$ cat src/rtl/usb_in_pktbuf.sv
module usb_in_pktbuf #(
  parameter int MAX_BYTES   = 512,
  parameter int EP_COUNT    = 16,
  parameter int ACK_TIMEOUT = 32
) (
  input  logic        clk,
  input  logic        rst_n,
  input  logic        data_wr,
  input  logic [7:0]  data_byte,
  input  logic        ep_wr,
  input  logic [3:0]  ep_num,
  input  logic        stall_wr,
  input  logic        stall_val,
  input  logic        pid_wr,
  input  logic        pid_val,
  input  logic        flush_wr,
  input  logic        status_rd,
  input  logic        irq_clr,
  output logic [26:0] status,
  output logic        irq,
  input  logic        in_tok,
  input  logic [3:0]  in_ep,
  input  logic        setup_tok,
  input  logic        host_ack,
  output logic        tx_valid,
  input  logic        tx_ready,
  output logic [7:0]  tx_data,
  output logic        tx_last,
  output logic        tx_empty,
  output logic        tx_pid,
  output logic        hs_nak,
  output logic        hs_stall
);
  localparam int CW = $clog2(MAX_BYTES + 1);
  localparam int PW = $clog2(MAX_BYTES);
  localparam int TW = $clog2(ACK_TIMEOUT + 1);

  typedef enum logic [1:0] {S_IDLE, S_SEND, S_WAIT} state_t;

  state_t              state;
  logic [7:0]          mem [MAX_BYTES];
  logic [CW-1:0]       count, rd_ptr;
  logic [TW-1:0]       timer;
  logic [3:0]          sel_ep;
  logic                armed;
  logic [EP_COUNT-1:0] stall, toggle, nak_mask, nak_set;
  logic                tok_take, stall_hit, ep_match, wr_take;

  assign tok_take  = in_tok && state == S_IDLE && !flush_wr;
  assign stall_hit = stall[in_ep];
  assign ep_match  = armed && in_ep == sel_ep;
  assign nak_set   = (tok_take && !stall_hit && !ep_match) ? (EP_COUNT'(1) << in_ep) : '0;
  assign wr_take   = data_wr && state == S_IDLE && !flush_wr && count < CW'(MAX_BYTES);

  assign tx_valid = state == S_SEND;
  assign tx_data  = mem[rd_ptr[PW-1:0]];
  assign tx_empty = tx_valid && count == '0;
  assign tx_last  = tx_valid && (count == '0 || rd_ptr == count - CW'(1));
  assign tx_pid   = toggle[sel_ep];
  assign status   = {toggle[sel_ep], count != '0, state == S_IDLE, 4'b0, sel_ep, 16'(nak_mask)};

  always_ff @(posedge clk)
    if (wr_take) mem[count[PW-1:0]] <= data_byte;

  always_ff @(posedge clk) begin
    if (!rst_n) begin
      state    <= S_IDLE;
      count    <= '0;
      rd_ptr   <= '0;
      timer    <= '0;
      sel_ep   <= '0;
      armed    <= 1'b0;
      stall    <= '0;
      toggle   <= '0;
      nak_mask <= '0;
      irq      <= 1'b0;
      hs_nak   <= 1'b0;
      hs_stall <= 1'b0;
    end else begin
      hs_nak   <= 1'b0;
      hs_stall <= 1'b0;
      nak_mask <= (status_rd ? '0 : nak_mask) | nak_set;
      if (irq_clr) irq <= 1'b0;
      if (stall_wr) stall[sel_ep] <= stall_val;
      if (setup_tok) stall[0] <= 1'b0;
      if (pid_wr) toggle[sel_ep] <= pid_val;
      if (flush_wr) begin
        count  <= '0;
        rd_ptr <= '0;
        armed  <= 1'b0;
        state  <= S_IDLE;
      end else begin
        case (state)
          S_IDLE: begin
            if (wr_take) count <= count + CW'(1);
            if (ep_wr) begin
              sel_ep <= ep_num;
              armed  <= 1'b1;
            end
            if (tok_take) begin
              if (stall_hit) hs_stall <= 1'b1;
              else if (ep_match) begin
                state  <= S_SEND;
                rd_ptr <= '0;
              end else hs_nak <= 1'b1;
            end
          end
          S_SEND: if (tx_ready) begin
            if (tx_last) begin
              state <= S_WAIT;
              timer <= '0;
            end else rd_ptr <= rd_ptr + CW'(1);
          end
          S_WAIT: begin
            if (host_ack) begin
              toggle[sel_ep] <= ~toggle[sel_ep];
              count  <= '0;
              armed  <= 1'b0;
              state  <= S_IDLE;
              irq    <= 1'b1;
            end else if (timer == TW'(ACK_TIMEOUT - 1)) begin
              state  <= S_IDLE;
              rd_ptr <= '0;
            end else timer <= timer + TW'(1);
          end
          default: state <= S_IDLE;
        endcase
      end
    end
  end
endmodule

$ cat config.mk
export PLATFORM = sky130hd
export DESIGN_NAME = usb_in_pktbuf
export DESIGN_NICKNAME = d
export VERILOG_FILES = /design/src/rtl/usb_in_pktbuf.sv
export SDC_FILE = /design/constraint.sdc
export NUM_CORES = 2
export LEC_CHECK = 0
export CORE_MARGIN = 2
export CORE_UTILIZATION = 60
export CTS_BUF_LIST = sky130_fd_sc_hd__clkbuf_16
export DETAILED_ROUTE_END_ITERATION = 12
export DONT_BUFFER_PORTS = 1
export GPL_TIMING_DRIVEN = 1
export HOLD_SLACK_MARGIN = 0.1
export PLACE_DENSITY_LB_ADDON = 0.08
export SYNTH_ARGS = -nofsm -noshare
export SYNTH_HDL_FRONTEND = slang
export SYNTH_SLANG_ARGS = --single-unit
$ cat constraint.sdc
create_clock -name clk -period 4.1 [get_ports clk]
set_input_delay 1.23 -clock clk [delete_from_list [all_inputs] [get_ports clk]]
set_output_delay 1.23 -clock clk [all_outputs]
set_load 0.05 [all_outputs]
==> run summary <==
TritonCTS clock tree: done
clk_skew: 0.0322 ns
Syn Area/Cell: 19.0 sq um
worst hold path type: primary input to flip-flop
Post-synth EDFFs: 4096
CP dominant cell by count: buf_12
number of setup violations in the final report: 9
max cap viols: 0
Post-DP Area: 181000 sq um
Crit Path Max Fanout: 7
Final ANT Viol Nets: 0
pin count of the biggest net entering global routing: 513
WS Path Type: flip-flop to output pin
die extent in y: 529 microns
mapped cell area: 166000 sq um
CP max stage delay: 0.64 ns
Crit path arrival time: 4.60 ns
final hold viol count: 0
YS warnings: 0
Avg Vias per Cell: 6.62
Root Driver: clkbuf_16
Peak Freq: 0.172 GHz
initial core utilization: 60.4%
GRT Overall Usage: 33.5%
top cell type's share of synthesized area: 74.2%
Pwr Density: 428 nW/um^2
status: complete, but fails checks
hold depth: 1
CTS Sinks: 4189
gp weighted congestion: 0.915
Storage cell area: 125000 sq um
placed cell count: 13400
cell row count: 192
FF-to-FF path depth: 5
CTS Buf Count: 413
Clk Latency, worst-skew pair: 0.96 ns
Worst Min Path Start: setup_tok
H-tree depth: 5
fin cells: 14200
initial antenna violation count: 15
grt ovf: 0
Post-Syn Instances: 8731
slowest CP cell: or4b_4
die area: 280000 sq um
top cell type by total area after synthesis: edfxtp_1
share of layout cells above drive strength 1: 29.2%
Yosys cell types: 90
min setup slack post-route: -1.73 ns
final WL: 469 mm
register area share after synthesis: 75.4%
post-synthesis async set-or-reset flop share: 0%
Longest Clk Path Bufs: 4
number of I/O port buffers: 0
final core occ: 71.7%
crit path launch type: flip-flop
WL per Instance: 32.9 microns
clock slew at reported path FFs: 0.06 ns
FF-to-FF setup slack: 0.46 ns
RSZ-0062 raised after global routing: yes
min Tclk post-route: 5.83 ns
synthesized flop and latch total: 4189
Worst EP required: 2.87 ns
Fillers: 16500
Hold EP: stall[0]$_SDFFE_PP0P_
top cells by count, synth: 4096 x edfxtp_1, 804 x mux2i_1, 681 x nor2_1
cell with the most instances after synthesis: edfxtp_1
worst-margin pin slew: 3.67 ns
global-route wire length before repair: 670 mm
Max IR drop VDD: 0.000367 V
Final Cycle Share: 142%
I/O Pins: 73
TNS Setup: -12.58 ns
headroom to the max-slew limit: -145%
Vias: 94300
Core Area: 274000 sq um
vias in the first global route: 93600
LEAKAGE: 62.3 nW
Layout area overhead: 18.6%
Top FF cell, synth: edfxtp_1
Layout Cell Area excl Fill: 197000 sq um
top post-synthesis cells by area: edfxtp_1 74%, mux4_2 8.6%, mux2i_1 4.9%
Critical Path End Type: output pin
failing checks: max-slew violations, negative setup slack
FF-to-FF Start: count[6]$_SDFFE_PP0P_
die width: 529 microns
footprint of the multi-input gates: 38400 sq um
fin nets: 10300
Starting DRT DRC Count: 13100
DRC viols: 0
max-slew violation count: 1030
cts hold-fix bufs: 0
drt pass-1 iters: 6
Cell Chain, Critical Path: buf_12, or2_4, buf_12, buf_4, o221ai_1, o22ai_1, o21ai_1, buf_4, nand2_2, or4b_4, a211oi_4, buf_12, buf_12
DP HPWL: 284 mm
RR Endpoint: mem[104][7]$_DFFE_PP_
cell usage in the layout, fill, tap and decap left out, types with 23 or more instances in the layout:
master,instances
a21oi_1,200
edfxtp_1,4096
nor4_1,29
nor3_1,76
clkinv_2,67
bufinv_16,37
dfxtp_1,80
buf_4,1381
buf_6,40
o21ai_1,29
buf_16,23
o21ai_0,116
mux2_2,23
o221ai_2,43
mux4_2,635
o22ai_1,206
clkinv_1,110
o221ai_1,230
buf_12,181
a211oi_1,31
a22oi_1,26
a31oi_1,46
nor2_1,678
nand4_1,23
mux2i_1,800
nand2_1,217
nand3_1,74
inv_1,90
and2_1,32
clkbuf_16,421
power breakdown:
part | leakage [nW] | internal [mW] | switching (mW)
Combinational | 18.0 | 0.134 | 0.354
Sequential | 37.6 | 47.0 | 0.0169
Clock | 6.69 | 20.8 | 15.9
worst max-delay path, delay by kind of cell, from the launching register on:
kind / cells / cell delay, ns
flops: 1 / 0.35
simple gates: 3 / 1.06
buf+inv: 6 / 0.97
compound gates: 4 / 1.20
final cells by class:
type,count,area share [%]
timing repair buffer,1642,7.89
multi-input combinational,3954,19.5
clock inverter,330,1.29
antenna,10,0.0127
inverter,14,0.0369
sequential,4189,63.5
tap,3686,2.35
clock buffer,419,5.33
per-layer routing:
metal | wire length (microns) | share of wire [%] | vias up | track usage (%)
met5 | 58 | 0.012 | - | 0
met4 | 23400 | 5.0 | 10 | 14.4
met3 | 47100 | 10 | 972 | 6.12
met2 | 222000 | 47 | 5386 | 52.8
met1 | 176000 | 37 | 49000 | 46.5
li1 | - | - | 38900 | -
per-stage QoR:
stage | hold WS, ns | setup WS [ns] | power (mW)
2_1_floorplan | 0.433 | -0.00436 | 48.1
3_3_place_gp | 0.440 | -1.52 | 48.2
3_5_place_dp | 0.447 | -1.34 | 48.2
4_1_cts | 0.293 | -1.78 | 84.3
5_1_grt | 0.333 | -1.71 | 86.1
6_report | 0.344 | -1.73 | 84.2
worst max-delay path by stage:
stage | start | end | cells past startpoint
final | flip-flop | tx_data[4] | 13
after global routing | flip-flop | tx_data[4] | 14
after CTS | flip-flop | tx_data[0] | 13
after detailed placement | flip-flop | tx_data[6] | 13
after global placement | flip-flop | tx_data[7] | 13
after floorplan | flip-flop | tx_data[0] | 10
registers in the layout (all words and copies together) (netlist names), 4 cells and up, named ones only:
name      count
stall        16
nak_mask     16
sel_ep        4
timer         6
mem        4096
count        10
rd_ptr       10
toggle       16
repair_timing:
| action | CTS | global route |
|---|---|---|
| cloned | 13 | 2 |
| resized for setup | 250 | 71 |
| setup buffers | 82 | 8 |
| endpoints found under the setup margin | 11 | 9 |
| pin swaps | 52 | 43 |
| endpoints found under the hold margin | 0 | 0 |
cells by family after synthesis:
logic type | synth area share, %
AOI/OAI and AO/OA | 4.69
xor gates and xnor gates | 0.116
adders and majority gates | 0.0529
buffers and inverters | 2.26
DFF | 75.4
muxes | 14.0
other | 0.00226
and+or+nand+nor | 3.54
(Power assumes the default switching activity.)
